File: config.mk
export PLATFORM = sky130hd
export DESIGN_NAME = dac_xfer_ctrl
export DESIGN_NICKNAME = d
export VERILOG_FILES = /design/src/rtl/dac_xfer_pkg.sv /design/src/rtl/dac_trig_edge.sv /design/src/rtl/dac_chan_seq.sv /design/src/rtl/dac_xfer_ctrl.sv
export SDC_FILE = /design/constraint.sdc
export NUM_CORES = 1
export LEC_CHECK = 0
export BUFFER_PORTS_ARGS = -buffer_cell sky130_fd_sc_hd__buf_2
export CORE_MARGIN = 2
export CORE_UTILIZATION = 30
export DETAILED_ROUTE_END_ITERATION = 8
export HOLD_SLACK_MARGIN = 0.02
export PLACE_DENSITY_LB_ADDON = 0.25
export SETUP_SLACK_MARGIN = 0.4
export SLEW_MARGIN = 0
export SYNTH_ARGS = -nofsm -noshare
export SYNTH_HDL_FRONTEND = slang
export SYNTH_SLANG_ARGS = --single-unit
File: constraint.sdc
create_clock -name clk -period 3.85 [get_ports clk]
set_input_delay 0.1925 -clock clk [delete_from_list [all_inputs] [get_ports clk]]
set_output_delay 0.1925 -clock clk [all_outputs]
set_load 0.1 [all_outputs]
File: src/rtl/dac_xfer_pkg.sv
package dac_xfer_pkg;

    localparam int DW      = 12;
    localparam int SEL_W   = 3;
    localparam int SW_CODE = (1 << SEL_W) - 1;

    localparam logic [3:0] IDX_CTRL  = 4'd0;
    localparam logic [3:0] IDX_SWT   = 4'd1;
    localparam logic [3:0] IDX_A_R12 = 4'd2;
    localparam logic [3:0] IDX_D_R12 = 4'd8;
    localparam logic [3:0] IDX_D_L12 = 4'd9;
    localparam logic [3:0] IDX_D_R8  = 4'd10;
    localparam logic [3:0] IDX_OUT_A = 4'd11;
    localparam logic [3:0] IDX_OUT_B = 4'd12;

    typedef enum logic [2:0] {
        ST_IDLE,
        ST_ARM,
        ST_FIRE_HW,
        ST_FIRE_DIR,
        ST_FIRE_SW
    } xfer_state_e;

    typedef enum logic [1:0] {
        FMT_R12 = 2'd0,
        FMT_L12 = 2'd1,
        FMT_R8  = 2'd2
    } fmt_e;

    function automatic logic [DW-1:0] unpack_fld(fmt_e f, logic [15:0] w);
        case (f)
            FMT_R12: return w[11:0];
            FMT_L12: return w[15:4];
            default: return {w[7:0], 4'h0};
        endcase
    endfunction

    function automatic logic [15:0] pack_fld(fmt_e f, logic [DW-1:0] h);
        case (f)
            FMT_R12: return {4'h0, h};
            FMT_L12: return {h, 4'h0};
            default: return {8'h00, h[11:4]};
        endcase
    endfunction

endpackage

File: src/rtl/dac_trig_edge.sv
module dac_trig_edge #(
    parameter int N_SRC = 7
) (
    input  logic             clk,
    input  logic             rst_n,
    input  logic [N_SRC-1:0] evt_i,
    output logic [N_SRC-1:0] rise_o
);
    for (genvar i = 0; i < N_SRC; i++) begin : g_src
        logic prev_q;
        always_ff @(posedge clk or negedge rst_n) begin
            if (!rst_n) prev_q <= 1'b0;
            else        prev_q <= evt_i[i];
        end
        assign rise_o[i] = evt_i[i] & ~prev_q;
    end
endmodule

File: src/rtl/dac_chan_seq.sv
module dac_chan_seq
    import dac_xfer_pkg::*;
#(
    parameter int HW_LAT = 3,
    parameter int N_HW   = 7
) (
    input  logic              clk,
    input  logic              rst_n,
    input  logic              trig_en_i,
    input  logic [SEL_W-1:0]  sel_i,
    input  logic [N_HW-1:0]   rise_i,
    input  logic              hold_wr_i,
    input  logic              sw_set_i,
    input  logic              sw_bit_i,
    input  logic [DW-1:0]     hold_i,
    output logic [DW-1:0]     out_o,
    output logic              stb_o,
    output logic              sw_clr_o
);
    localparam int N_CODE = 1 << SEL_W;
    localparam int CNT_W  = (HW_LAT > 2) ? $clog2(HW_LAT) : 1;

    xfer_state_e      state_q, state_d, launch;
    logic [CNT_W-1:0] cnt_q, cnt_d;
    logic [N_CODE-1:0] rise_pad;
    logic             hw_hit, sw_req, fire;
    logic [DW-1:0]    out_q;
    logic             stb_q;

    assign rise_pad = N_CODE'(rise_i);
    assign hw_hit   = rise_pad[sel_i];

    always_comb begin
        sw_req = sw_set_i | (sw_bit_i & (state_q != ST_FIRE_SW));
        if (!trig_en_i)
            launch = hold_wr_i ? ST_FIRE_DIR : ST_IDLE;
        else if (sel_i == SEL_W'(SW_CODE))
            launch = sw_req ? ST_FIRE_SW : ST_IDLE;
        else
            launch = hw_hit ? ST_ARM : ST_IDLE;

        state_d = state_q;
        cnt_d   = cnt_q;
        unique case (state_q)
            ST_IDLE, ST_FIRE_DIR, ST_FIRE_SW: begin
                state_d = launch;
                if (launch == ST_ARM) cnt_d = CNT_W'(HW_LAT - 1);
            end
            ST_ARM: begin
                if (cnt_q == CNT_W'(1)) state_d = ST_FIRE_HW;
                else                    cnt_d   = cnt_q - CNT_W'(1);
            end
            ST_FIRE_HW: state_d = ST_IDLE;
            default:    state_d = ST_IDLE;
        endcase
    end

    // state register
    always_ff @(posedge clk or negedge rst_n) begin
        if (!rst_n) begin
            state_q <= ST_IDLE;
            cnt_q   <= '0;
        end else begin
            state_q <= state_d;
            cnt_q   <= cnt_d;
        end
    end

    assign fire = (state_q == ST_FIRE_HW) || (state_q == ST_FIRE_DIR) ||
                  (state_q == ST_FIRE_SW);

    // output register
    always_ff @(posedge clk or negedge rst_n) begin
        if (!rst_n) begin
            out_q <= '0;
            stb_q <= 1'b0;
        end else begin
            stb_q <= fire;
            if (fire) out_q <= hold_i;
        end
    end

    assign out_o    = out_q;
    assign stb_o    = stb_q;
    assign sw_clr_o = (state_q == ST_FIRE_SW);

    assert_out_moves_with_strobe_R9: assert property (@(posedge clk) disable iff (!rst_n)
        !$stable(out_q) |-> stb_q);

    assert_hw_fire_after_arm_R5: assert property (@(posedge clk) disable iff (!rst_n)
        (state_q == ST_FIRE_HW) |-> ($past(state_q) == ST_ARM));

    assert_hw_edge_arms_R5: assert property (@(posedge clk) disable iff (!rst_n)
        (state_q == ST_IDLE && trig_en_i && sel_i != SEL_W'(SW_CODE) && hw_hit)
        |=> (state_q == ST_ARM));

    assert_pending_edge_dropped_R7: assert property (@(posedge clk) disable iff (!rst_n)
        (state_q == ST_FIRE_HW) |=> (state_q == ST_IDLE));
endmodule

File: src/rtl/dac_xfer_ctrl.sv
module dac_xfer_ctrl
    import dac_xfer_pkg::*;
#(
    parameter int HW_LAT = 3,
    parameter int N_TMR  = 6
) (
    input  logic          clk,
    input  logic          rst_n,
    input  logic          bus_we,
    input  logic [3:0]    bus_widx,
    input  logic [31:0]   bus_wdata,
    output logic [31:0]   bus_rdata,
    input  logic [N_TMR-1:0] tmr_evt,
    input  logic          ext_evt,
    output logic [DW-1:0] dac_out_a,
    output logic [DW-1:0] dac_out_b,
    output logic [1:0]    load_stb
);
    localparam int N_CH  = 2;
    localparam int N_HW  = N_TMR + 1;
    localparam int CH_SP = 8;

    logic [N_HW-1:0]  rise;
    logic [DW-1:0]    hold_q [N_CH];
    logic [DW-1:0]    hold_d [N_CH];
    logic [DW-1:0]    out_arr [N_CH];
    logic [N_CH-1:0]  hold_wr, en_q, ten_q, sw_q, sw_set, sw_clr;
    logic [SEL_W-1:0] sel_q [N_CH];
    logic             wr_ctrl, wr_swt;

    dac_trig_edge #(.N_SRC(N_HW)) u_edge (
        .clk(clk), .rst_n(rst_n), .evt_i({ext_evt, tmr_evt}), .rise_o(rise)
    );

    assign wr_ctrl = bus_we && (bus_widx == IDX_CTRL);
    assign wr_swt  = bus_we && (bus_widx == IDX_SWT);

    always_comb begin
        for (int c = 0; c < N_CH; c++) begin
            hold_wr[c] = 1'b0;
            hold_d[c]  = hold_q[c];
            sw_set[c]  = wr_swt && bus_wdata[c];
            for (int f = 0; f < 3; f++) begin
                if (bus_we && bus_widx == 4'(int'(IDX_A_R12) + 3*c + f)) begin
                    hold_wr[c] = 1'b1;
                    hold_d[c]  = unpack_fld(fmt_e'(2'(f)), bus_wdata[15:0]);
                end
            end
        end
        if (bus_we) begin
            if (bus_widx == IDX_D_R12 || bus_widx == IDX_D_L12) begin
                hold_wr = '1;
                hold_d[0] = unpack_fld(fmt_e'(2'(bus_widx - IDX_D_R12)), bus_wdata[15:0]);
                hold_d[1] = unpack_fld(fmt_e'(2'(bus_widx - IDX_D_R12)), bus_wdata[31:16]);
            end else if (bus_widx == IDX_D_R8) begin
                hold_wr = '1;
                hold_d[0] = unpack_fld(FMT_R8, {8'h00, bus_wdata[7:0]});
                hold_d[1] = unpack_fld(FMT_R8, {8'h00, bus_wdata[15:8]});
            end
        end
    end

    always_ff @(posedge clk or negedge rst_n) begin
        if (!rst_n) begin
            for (int c = 0; c < N_CH; c++) begin
                hold_q[c] <= '0;
                sel_q[c]  <= '0;
            end
            en_q  <= '0;
            ten_q <= '0;
            sw_q  <= '0;
        end else begin
            for (int c = 0; c < N_CH; c++) begin
                hold_q[c] <= hold_d[c];
                if (wr_ctrl) begin
                    en_q[c]  <= bus_wdata[CH_SP*c];
                    ten_q[c] <= bus_wdata[CH_SP*c + 1];
                    if (!en_q[c]) sel_q[c] <= bus_wdata[CH_SP*c + 2 +: SEL_W];
                end
                if (wr_swt)         sw_q[c] <= bus_wdata[c];
                else if (sw_clr[c]) sw_q[c] <= 1'b0;
            end
        end
    end

    for (genvar g = 0; g < N_CH; g++) begin : g_ch
        dac_chan_seq #(.HW_LAT(HW_LAT), .N_HW(N_HW)) u_seq (
            .clk(clk), .rst_n(rst_n),
            .trig_en_i(ten_q[g]), .sel_i(sel_q[g]), .rise_i(rise),
            .hold_wr_i(hold_wr[g]), .sw_set_i(sw_set[g]), .sw_bit_i(sw_q[g]),
            .hold_i(hold_q[g]), .out_o(out_arr[g]), .stb_o(load_stb[g]),
            .sw_clr_o(sw_clr[g])
        );

        assert_sel_locked_R10: assert property (@(posedge clk) disable iff (!rst_n)
            en_q[g] |=> $stable(sel_q[g]));

        assert_sw_self_clear_R8: assert property (@(posedge clk) disable iff (!rst_n)
            (sw_clr[g] && !wr_swt) |=> !sw_q[g]);
    end

    assign dac_out_a = out_arr[0];
    assign dac_out_b = out_arr[1];

    always_comb begin
        bus_rdata = '0;
        case (bus_widx)
            IDX_CTRL: for (int c = 0; c < N_CH; c++)
                bus_rdata[CH_SP*c +: 5] = {sel_q[c], ten_q[c], en_q[c]};
            IDX_SWT:   bus_rdata[N_CH-1:0] = sw_q;
            4'd2, 4'd3, 4'd4:
                bus_rdata[15:0] = pack_fld(fmt_e'(2'(bus_widx - 4'd2)), hold_q[0]);
            4'd5, 4'd6, 4'd7:
                bus_rdata[15:0] = pack_fld(fmt_e'(2'(bus_widx - 4'd5)), hold_q[1]);
            IDX_D_R12, IDX_D_L12:
                bus_rdata = {pack_fld(fmt_e'(2'(bus_widx - IDX_D_R12)), hold_q[1]),
                             pack_fld(fmt_e'(2'(bus_widx - IDX_D_R12)), hold_q[0])};
            IDX_D_R8:  bus_rdata[15:0] = {hold_q[1][11:4], hold_q[0][11:4]};
            IDX_OUT_A: bus_rdata[DW-1:0] = out_arr[0];
            IDX_OUT_B: bus_rdata[DW-1:0] = out_arr[1];
            default:   bus_rdata = '0;
        endcase
    end

    assert_ctrl_rsv_zero_R11: assert property (@(posedge clk) disable iff (!rst_n)
        (bus_widx == IDX_CTRL) |-> (bus_rdata[31:13] == '0 && bus_rdata[7:5] == '0));

    assert_out_read_matches_R9: assert property (@(posedge clk) disable iff (!rst_n)
        (bus_widx == IDX_OUT_A) |-> (bus_rdata == {20'h0, dac_out_a}));
endmodule

## Word-level counts from Yosys, hierarchy flattened

Index checks and enable logic that the tools add are counted.

| word-level totals | value |
|---|---|
| bits in read-only memories | 0 |
| memories kept | 0 |
| logic and storage cells | 180 |
| input bits | 46 |
| flip-flop bits (word level) | 79 |
| RAM bits | 0 |
| bits in latches | 0 |
| output and inout port bits | 58 |

| operators by class | value |
|---|---|
| $add $sub $neg | 5 |
| divide/modulo/power cells | 0 |
| shift operators | 0 |
| $lt $le $gt $ge | 2 |
| eq/ne operators | 37 |
| bitwise logic cells | 20 |
| reduce and logical (&&, ||, !) cells | 34 |
| $mul | 0 |
| muxes and demuxes | 59 |

Operator list:

| kind | number |
|---|---|
| 16-bit case mux with 2 select lines | 4 |
| 12-bit 2-to-1 mux | 6 |
| 24-bit 2-to-1 mux | 3 |
| 12-bit case mux with 2 select lines | 2 |
| 4-bit case mux with 7 select lines | 1 |
| 3-bit 2-to-1 mux | 8 |
| 3-bit case mux with 7 select lines | 1 |
| 4-bit == test, second input constant | 5 |
| 2-bit 2-to-1 mux | 9 |
| 3-bit case mux with 6 select lines | 1 |
| 4-bit by 3-bit == test with 1-bit output, second input constant | 4 |
| 16-bit 2-to-1 mux | 1 |
| 2-bit case mux with 8 select lines | 1 |
| 1-bit 2-to-1 mux | 14 |
| 3-bit by 1-bit == test with 1-bit output, second input constant | 4 |
| 3-bit by 2-bit == test with 1-bit output, second input constant | 4 |
| 3-bit == test, second input constant | 4 |
| 3-bit case mux with 2 select lines | 2 |
| 3-bit case mux with 4 select lines | 1 |
| 3-bit OR reduction | 4 |
| 2-bit by 1-bit == test with 1-bit output, second input constant | 5 |
| 1-bit logical AND | 10 |
| 1-bit AND | 9 |
| 1-bit inverter | 9 |
| other kinds (20) | 45 |

## Depth between registers and ports, before layout

Gate-level depths: netlist of the first run.

| logic depth | value |
|---|---|
| depth after elaboration | 13 |
| gate-level depth with buffers | 8 |
| mapped depth without buffers | 6 |

## Cells and area by module

From an unflattened synthesis of the first run, not the netlist that was laid out.

| second synthesis, totals | value |
|---|---|
| cells, all modules | 628 |
| area total of the unflattened synthesis | 5849.4 µm² |

By module, submodules not included:

| module | area an instance (µm²) | instances | seq. area each (µm²) | cells each |
|---|---|---|---|---|
| dac_xfer_ctrl | 3831.2 | 1 | 900.9 | 472 |
| dac_chan_seq at g_ch[0].u_seq | 883.3 | 1 | 450.4 | 68 |
| dac_chan_seq at g_ch[1].u_seq | 863.3 | 1 | 450.4 | 74 |
| dac_trig_edge | 271.5 | 1 | 175.2 | 14 |

## Worst setup path before layout of the first run

Ideal clock, no wire load.

| path | value |
|---|---|
| path kind | flip-flop to output port |
| start point | register g_ch[0].u_seq.out_q[0] |
| end point | output bus_rdata[0] |
| arrival time | 2.970 ns |
| path buffers | 0 |
| data required time | 3.658 ns |
| cell stages (with the launch flop) | 4 |
| setup slack | 0.688 ns |
| cells stage by stage | dfrtp_1 a222oi_1 mux2_2 o221ai_1 |

| on the way | value |
|---|---|
| cells in the longest elaborated chain, start to end | 1 |

Ends and longest elaborated chain:

| item | line | source |
|---|---|---|
| start: declaration | dac_chan_seq.sv:27 | `logic [DW-1:0] out_q;` |
| start signal: assignment | dac_chan_seq.sv:79 | `if (fire) out_q <= hold_i;` |
| 2-bit case mux with 8 select lines | dac_xfer_ctrl.sv:107 | `case (bus_widx)` |
| end: declaration | dac_xfer_ctrl.sv:12 | `output logic [31:0] bus_rdata,` |

No other way between the ends.

## Worst setup path after layout of the first run

| path | value |
|---|---|
| start point | input bus_widx[0] |
| end point | output bus_rdata[11] |

| on the way | value |
|---|---|
| cells in the longest elaborated chain, start to end | 4 |
| elaborated cells between the ends (all ways) | 28 |
| classes of those cells | add/sub (3); eq/ne (14); mux (4); reduce/logical (7) |

Ends and longest elaborated chain:

| item | line | source |
|---|---|---|
| start: declaration | dac_xfer_ctrl.sv:10 | `input logic [3:0] bus_widx,` |
| 2-bit by 1-bit subtractor with 2-bit output (tied with other cells) | dac_xfer_ctrl.sv:117 | `pack_fld(fmt_e'(2'(bus_widx - IDX_D_R12)), hold_q[0])};` |
| 2-bit by 1-bit == test with 1-bit output / 2-bit logical NOT (equally long branches) | dac_xfer_pkg.sv:39 | `case (f)` |
| 16-bit case mux with 2 select lines | dac_xfer_pkg.sv:39 |  |
| 4-bit case mux with 7 select lines (*) | dac_xfer_ctrl.sv:107 |  |

Mark *: on every way between the ends. The rest lies on a longest branch, timed or not.

==> results.toml, run 1 <==
[clock_network]
cts_resized = 0
clkTransAtPathRegs_ns = 0.06
clock-root-buffer = "clkbuf_16"
htree_levels = 3
postCtsSetupBuffers = 0
cts_buffers = 9
worstSkewPairLatency_ns = 0.35
cts_tree = "built"
cts.sinks = 79
postCtsHoldBufs = 7
clockBufferDepth = 2

[critical_path]
worstReg2RegStart = "sel_q[5]"
critPathRequiredTime_ns = 3.66
path_class = "input pin to output port"
crit_start = "bus_widx[0]"
crit_fanout = 17
arrival_ns = 2.51
crit_end = "bus_rdata[11]"
cp-start-kind = "input pin"
r2r_cells = 3
r2r_slack_ns = 2.08
critPathCaptureType = "output port"
rr_endpoint = "g_ch[0].u_seq.cnt_q[1]"

[final_layout]
fill_cells = 1903
layout.nets = 723
final_cells = 910
diodes = 0
drive_gt1_frac = 0.269
design_area_um2 = 6600
areaGrowthSynthToFinish_pct = 17.4

[logic_synthesis]
yosys.area.top_type_share = 0.352
netlist_instances = 600
syn_avg_cell_area_um2 = 9.36
yosys.area.top_type = "dfrtp_1"
yosys_warnings = 0
netlist_area_um2 = 5620
synth_top_flop_cell = "dfrtp_1"
synth-edff-count = 0
async_flop_share = 1.00
yosysSeqAreaShare = 0.352
synthTopCellsByCount = "81 x nand2_1, 79 x dfrtp_1, 43 x a22oi_1"
synth_cell_types = 69
syn-num-nets = 652
synth_most_common_cell = "nand2_1"
ys_ff_latch = 79
synthTopCellsByArea = "dfrtp_1 35%, mux2_2 8.2%, a22oi_1 5.7%"

[route]
drt-total-wl_mm = 20.4
first_iter_violations = 854
vias = 5533
viasPerCell = 6.08
dr.pass1.iters = 8
drc_errors = 0
detail-route-antenna-nets = 0
routedWlPerCell_um = 22.4

[floorplanning]
rows = 50
start_util = 0.303
core_region_area_um2 = 18500
die_h_um = 141
dieArea_um2 = 19800
io_pins = 104
die_x_um = 141

[run_status]
status = "complete, no violations"

[global_route]
grt_max_degree = 80
antenna_found_initial = 0
grt_usage = 0.203
overflow = 0
grt_pass1_wl_mm = 31.3
grt_pass1_vias = 5338

[placed_design]
place_hpwl_mm = 14.5
gp_congestion = 0.887
pre_cts_ws_ns = 1.23
dpl_cell_area_um2 = 6200
portBuffers = 103
dp.cells = 887

[sta]
worst_slack_ns = 1.14
finalMaxSlewViolations = 0
relSlewSlack = 0.310
post-route-period-util = 0.703
fin_skew_ns = 0.00571
finalHoldViolCount = 0
setup_tns_ns = 0
worst_pin_slew_ns = 1.04
finalSetupViolations = 0
max_freq_mhz = 369
rsz0062_at_grt = "false"
whs_ns = 0.0151
fin_crit_ns = 2.71

[pwr]
power.density_nw_per_um2 = 728
ir_drop_mv = 0.277
p_leak_nw = 2.89

[worst_hold_path]
hp-class = "input pin to asynchronous set/reset pin"

[run]
max-cap-violations = 0
state kept, by name (all words and copies together), names as in the netlist:
name	cells
g_ch.u_seq.out_o	24
hold_q	24
u_edge.g_src.prev_q	7
g_ch.u_seq.state_q	6
sel_q	6
g_ch.u_seq.cnt_q	4
en_q	2
g_ch.u_seq.stb_o	2
sw_q	2
ten_q	2
cell type report:
cell class | count | area (um2) | share of cell area
Clock inverter | 5 | 78.8 | 0.0119
Timing Repair Buffer | 118 | 648 | 0.0982
Clock buffer | 11 | 253 | 0.0383
Tap cell | 234 | 293 | 0.0444
Multi-Input combinational cell | 454 | 3310 | 0.502
Sequential cell | 79 | 1980 | 0.300
Inverter | 9 | 33.8 | 0.00512
critical path: stages:
cell and delay [ns]:
buf_2 0.11, ha_1 0.65, nor3_1 0.14, nor2_1 0.51, a31oi_1 0.16, o211ai_1 0.26
buf_2 0.48
worst min path at each step:
| stage | startpoint | endpoint | slack (ns) |
|---|---|---|---|
| 2_1_floorplan | rst_n | en_q[0] | -0.10 |
| 3_3_place_gp | tmr_evt[1] | u_edge.g_src[1].prev_q | 0.31 |
| 3_5_place_dp | tmr_evt[5] | u_edge.g_src[5].prev_q | 0.32 |
| 4_1_cts | rst_n | g_ch[0].u_seq.out_o[1] | 0.07 |
| 5_1_grt | rst_n | g_ch[0].u_seq.cnt_q[1] | 0.12 |
| 6_report | rst_n | g_ch[0].u_seq.cnt_q[1] | 0.02 |
metrics by stage:
stage                     total power [mW]   util
after floorplan                       3.27      -
after global placement                3.80  0.335
after detailed placement              3.84  0.335
after CTS                             4.82  0.356
after global routing                  5.00  0.356
final                                 4.80  0.356
layer usage:
metal | global-route usage | vias to the layer above | share of wire
met5 | 0 | - | 0
met4 | 0.0616 | 0 | 0.023
met3 | 0.0489 | 32 | 0.088
met2 | 0.316 | 292 | 0.46
met1 | 0.279 | 2749 | 0.43
li1 | - | 2460 | -
placed cells by master, fill, tap and decap left out, drive strengths merged, types with 6 or more instances in the layout:
| cell | instances |
|---|---|
| a21oi | 15 |
| a222oi | 10 |
| a22o | 11 |
| a22oi | 43 |
| a2bb2oi | 9 |
| a32oi | 8 |
| and3 | 22 |
| buf | 111 |
| clkbuf | 11 |
| dfrtp | 79 |
| dlygate4sd3 | 7 |
| ha | 6 |
| inv | 10 |
| mux2 | 44 |
| mux2i | 13 |
| nand2 | 83 |
| nand2b | 8 |
| nand3 | 7 |
| nor2 | 25 |
| nor2b | 8 |
| nor3b | 8 |
| o211ai | 13 |
| o21ai | 14 |
| o221ai | 26 |
| o22ai | 9 |
| o32ai | 6 |
power breakdown:
group / total (mW) / internal (mW) / switching (mW)
clock: 0.964 / 0.604 / 0.360
combinational: 2.34 / 0.597 / 1.74
sequential: 1.50 / 1.09 / 0.407
total: 4.80 / 2.29 / 2.51
kinds of logic (layout without fill, tap and decap cells):
family / Yosys count / after routing / synth area share
AND/OR/NAND/NOR: 203 / 203 / 0.201
AO/OA/AOI/OAI: 187 / 187 / 0.259
adder cells (fa/ha/maj): 6 / 6 / 0.0134
buffers and inverters: 67 / 143 / 0.0590
flip-flops: 79 / 79 / 0.352
multiplexers: 58 / 58 / 0.115
Note: power is estimated with default switching activity, not from simulation.
==> run 2: changes to the inputs <==
==> constraint.sdc (replaced) <==
create_clock -name clk -period 2.3 [get_ports clk]
set_input_delay 0.115 -clock clk [delete_from_list [all_inputs] [get_ports clk]]
set_output_delay 0.115 -clock clk [all_outputs]
set_load 0.1 [all_outputs]
==> run 2 against run 1 <==
Against the previous run:
- clock power up 69%
- hold slack gained 0.029 ns
- first-iteration DRC count is 9.0% lower
- sequential cell count unchanged
- combinational power up 87%
- clock skew barely moved
- sequential power increased by 67%
- cell count is 3.8% higher
- via count increased by 1.8%
- setup slack worse by 0.77 ns
- critical endpoint unchanged
- largest cell class unchanged
==> results.toml, run 2 (same netlist as run 1, synthesis figures left out) <==
[run_status]
status = "complete, no violations"

[sta]
fin_crit_ns = 1.93
finalHoldViolCount = 0
finalSetupViolations = 0
setup_tns_ns = 0
finalMaxSlewViolations = 0
max_freq_mhz = 518
fin_skew_ns = 0.00595
post-route-period-util = 0.840
rsz0062_at_grt = "true"
worst_slack_ns = 0.368
relSlewSlack = 0.619
worst_pin_slew_ns = 0.572

[floorplanning]
core_region_area_um2 = 18500
dieArea_um2 = 19800
io_pins = 104
start_util = 0.303
die_h_um = 141
rows = 50
die_x_um = 141

[clock_network]
clockBufferDepth = 2
cts.sinks = 79
clkTransAtPathRegs_ns = 0.06
clock-root-buffer = "clkbuf_16"
cts_tree = "built"
worstSkewPairLatency_ns = 0.36
htree_levels = 3
cts_buffers = 9

[global_route]
antenna_found_initial = 0
use_met2 = 0.353
busiest_layer = "met2"
grtUsageMet1 = 0.307
grt_pass1_wl_mm = 33.8
overflow = 0
grt_usage = 0.224
use_met3 = 0.0465
grt_max_degree = 42
grt_pass1_vias = 5533

[final_layout]
diodes = 0
drive_gt1_frac = 0.380
layout.nets = 758
layout_common_cells = "79 x nand2_1, 75 x buf_2, 57 x dfrtp_1"
areaGrowthSynthToFinish_pct = 32.3
final_cells = 945
final_common_cell = "nand2_1"

[critical_path]
arrival_ns = 1.82
slowest_delay_ns = 0.53
path_class = "flop to output port"
critPathRequiredTime_ns = 2.18
critPathCaptureType = "output port"
crit_buf_inv = 1
cp-start-kind = "flop"
crit_family = "compound AO/OA/AOI/OAI gates"
crit_fanout = 8
crit_chain = "mux2i_1 > o21ai_1 > a31oi_1 > o211ai_1 > buf_12"
slowest_stage = "dfrtp_2"

[pwr]
switching_share = 0.511
power.switching_mw = 4.34
power_frac_comb = 0.514
power.internal_mw = 4.16
ir_drop_mv = 0.468
p_leak_nw = 3.15
power.share.clock = 0.191
power.density_nw_per_um2 = 1150
seqPwrFrac = 0.295

[run]
max-cap-violations = 0

[placed_design]
portBuffers = 103
gp_congestion = 0.891
dp.cells = 905
place_hpwl_mm = 15.8
pre_cts_ws_ns = 0.148

[route]
dr.pass1.iters = 6
viasPerCell = 5.96
detail-route-antenna-nets = 0
first_iter_violations = 777
routedWlPerCell_um = 23.2
drt-total-wl_mm = 21.9
drc_errors = 0
vias = 5630

[worst_hold_path]
hp-class = "input pin to flop"
run 2: changes by cell type in the layout (fill, tap and decap cells not counted), sizes merged:
cell	change
dlygate4sd3	+1
clkbuf	+12
buf	+22
run 2: cell type report:
class	instances	area [um2]
clock buffers	11	253
clock inverters	5	78.8
fillers	1864	11100
inverters	9	70.1
multi-input cells	454	3500
flip-flops and latches	79	2000
well taps	234	293
repair buffers	153	1230
run 2: what timing repair did:
item	CTS	global route
resized for setup	20	22
hold buffers	8	0
setup buffers	13	3
endpoints found under the hold margin	45	0
pin swaps	10	7
setup endpoints to repair	28	26
run 2: power groups by stage:
stage | logic, mW | clock network, mW | registers (mW)
6_report | 4.37 | 1.63 | 2.51
5_1_grt | 4.58 | 1.71 | 2.57
4_1_cts | 4.33 | 1.65 | 2.50
3_5_place_dp | 4.22 | 0 | 2.53
3_3_place_gp | 4.17 | 0 | 2.51
2_1_floorplan | 1.87 | 0 | 3.69
run 2: metal layers:
metal | up-vias | part of all wire | routed length [um]
met4 | 0 | 0.021 | 459
met1 | 2780 | 0.43 | 9330
li1 | 2543 | - | -
met3 | 33 | 0.078 | 1710
met2 | 274 | 0.48 | 10400
met5 | - | 0 | 0
run 2: worst paths after layout:
check | startpoint | to | slack [ns] | depth (start not counted)
min in group asynchronous | rst_n | g_ch[0].u_seq.cnt_q[1] | 0.28 | 2
worst min register to register | en_q[1] | en_q[1] | 0.51 | 2
worst max-delay path | hold_q[7] | bus_rdata[11] | 0.37 | 5
worst min-delay path | bus_wdata[15] | hold_q[11] | 0.04 | 3
worst max register to register | sel_q[5] | g_ch[0].u_seq.cnt_q[1] | 0.58 | 3
max in group asynchronous | rst_n | hold_q[8] | 1.37 | 3
run 2: per-stage QoR:
step	util	hold WS [ns]	area, um2	total power, mW
after global routing	0.401	0.0700	7430	8.86
after floorplan	-	-0.181	5890	5.57
after global placement	0.365	0.126	6770	6.69
after detailed placement	0.365	0.141	6770	6.75
final	0.401	0.0442	7430	8.51
after CTS	0.396	0.0388	7330	8.48
run 2: tightest hold or removal path, cell delays in order:
cell	delay, ns
buf_2	0.12
nand2_1	0.05
o221ai_1	0.07
==> run 3: changes to the inputs <==
==> constraint.sdc (replaced) <==
create_clock -name clk -period 1.9 [get_ports clk]
set_input_delay 0.095 -clock clk [delete_from_list [all_inputs] [get_ports clk]]
set_output_delay 0.095 -clock clk [all_outputs]
set_load 0.1 [all_outputs]
==> run 3 against run 2 <==
Against the previous run:
- cell area increased by 14%
- critical path type unchanged
- sequential power increased by 20%
- critical endpoint is now bus_rdata[2]
- critical path depth decreased by 1
- die area unchanged
- first-iteration DRC count decreased by 30%
- count of clock-buffer cells in the layout increased by 3
- cell count increased by 5.3%
- sequential share of layout area decreased by 2.9 points
- the run now ends with setup timing left
- hold slack got worse by 0.020 ns
- highest routed layer unchanged
- register-to-register slack got worse by 0.39 ns
==> results.toml, run 3 (same netlist as run 1, synthesis figures left out) <==
[clock_network]
cts_tree = "built"
cts_buffers = 9
clockBufferDepth = 2
cts.sinks = 79
clock-root-buffer = "clkbuf_16"
worstSkewPairLatency_ns = 0.35
htree_levels = 3
clkTransAtPathRegs_ns = 0.06

[pwr]
ir_drop_mv = 0.446
p_leak_nw = 3.51
power.density_nw_per_um2 = 1280

[sta]
worst_slack_ns = -0.00985
post-route-period-util = 1.01
relSlewSlack = 0.672
fin_crit_ns = 1.91
finalSetupViolations = 1
worst_pin_slew_ns = 0.492
fin_skew_ns = 0.00727
rsz0062_at_grt = "true"
setup_tns_ns = -0.00985
finalMaxSlewViolations = 0
max_freq_mhz = 524
finalHoldViolCount = 0

[worst_hold_path]
hp-class = "input pin to flop"

[placed_design]
place_hpwl_mm = 16.6
pre_cts_ws_ns = -0.0163
gp_congestion = 0.902
portBuffers = 103
dp.cells = 941

[floorplanning]
rows = 50
dieArea_um2 = 19800
die_x_um = 141
core_region_area_um2 = 18500
die_h_um = 141
io_pins = 104
start_util = 0.303

[critical_path]
cp-start-kind = "flop"
path_class = "flop to output port"
crit_chain = "a222oi_1 > o22ai_1 > a211o_4 > buf_12"
slowest_stage = "dfrtp_2"
arrival_ns = 1.81
slowest_delay_ns = 0.50
crit_fanout = 8
critPathCaptureType = "output port"
critPathRequiredTime_ns = 1.80

[global_route]
grt_max_degree = 59
overflow = 0
antenna_found_initial = 0
grt_pass1_wl_mm = 35.5
grt_usage = 0.231
grt_pass1_vias = 5868

[final_layout]
layout_common_cells = "78 x nand2_1, 67 x buf_2, 67 x buf_4"
layout.nets = 809
diodes = 0
fill_cells = 1758
seq_area_um2 = 2040
areaGrowthSynthToFinish_pct = 50.5
final_common_cell = "nand2_1"
multi_input_area_um2 = 3770
drive_gt1_frac = 0.486
final_cells = 995

[run_status]
violations = "setup timing"
status = "complete, but fails checks"

[route]
routedWlPerCell_um = 23.6
vias = 5980
drc_errors = 0
detail-route-antenna-nets = 0
dr.pass1.iters = 5
first_iter_violations = 541
viasPerCell = 6.01
drt-total-wl_mm = 23.4

[run]
max-cap-violations = 0
-- run 3: layout make-up --
class,count,share of cell area
Multi-Input combinational cell,454,0.446
Sequential cell,79,0.241
Timing Repair Buffer,204,0.236
Tap cell,234,0.0346
Clock buffer,14,0.0300
Inverter,9,0.00829
Clock inverter,1,0.00355
-- run 3: per-layer routing --
metal | GRT usage | part of all wire
met1 | 0.317 | 0.44
met4 | 0.0889 | 0.026
met3 | 0.0350 | 0.066
met2 | 0.369 | 0.47
met5 | 0 | 0
-- run 3: metrics by stage --
step	power [mW]	hold slack [ns]	utilization	area, um2
after floorplan	6.81	-0.201	-	5980
after global placement	8.39	0.0153	0.401	7430
after detailed placement	8.47	0.0149	0.401	7430
after CTS	10.5	0.0203	0.441	8170
after global routing	11.2	0.0401	0.456	8450
final	10.8	0.0246	0.456	8450
-- run 3: final timing paths --
kind,from,to,slack (ns),depth (start not counted)
worst max-delay path,hold_q[18],bus_rdata[2],-0.01,4
worst min-delay path,bus_wdata[15],hold_q[11],0.02,3
worst max register to register,u_edge.g_src[4].prev_q,g_ch[0].u_seq.cnt_q[1],0.19,4
worst min register to register,g_ch[1].u_seq.cnt_q[1],g_ch[1].u_seq.cnt_q[1],0.51,1
max in group asynchronous,rst_n,hold_q[4],1.07,3
min in group asynchronous,rst_n,g_ch[0].u_seq.out_o[1],0.18,2
-- run 3: timing repair --
item / 4_1_cts / 5_1_grt
endpoints found under the setup margin: 44 / 44
setup buffers: 19 / 11
pin swaps: 27 / 26
hold buffers: 8 / 0
cloned: 0 / 1
hold endpoints to repair: 28 / 0
gates resized for setup: 64 / 40
-- run 3: worst max-delay path, delay by kind of cell, from the launching register on --
family | cells | cell delay [ns]
AOI/OAI and AO/OA | 3 | 0.79
buffers and inverters | 1 | 0.17
DFF | 1 | 0.50
-- run 3: report_power, final --
group / internal, mW / total, mW / switching [mW] / leakage [nW]
sequential: 2.29 / 3.01 / 0.716 / 0.932
clock: 1.05 / 1.74 / 0.689 / 0.137
combinational: 2.02 / 6.08 / 4.05 / 2.44
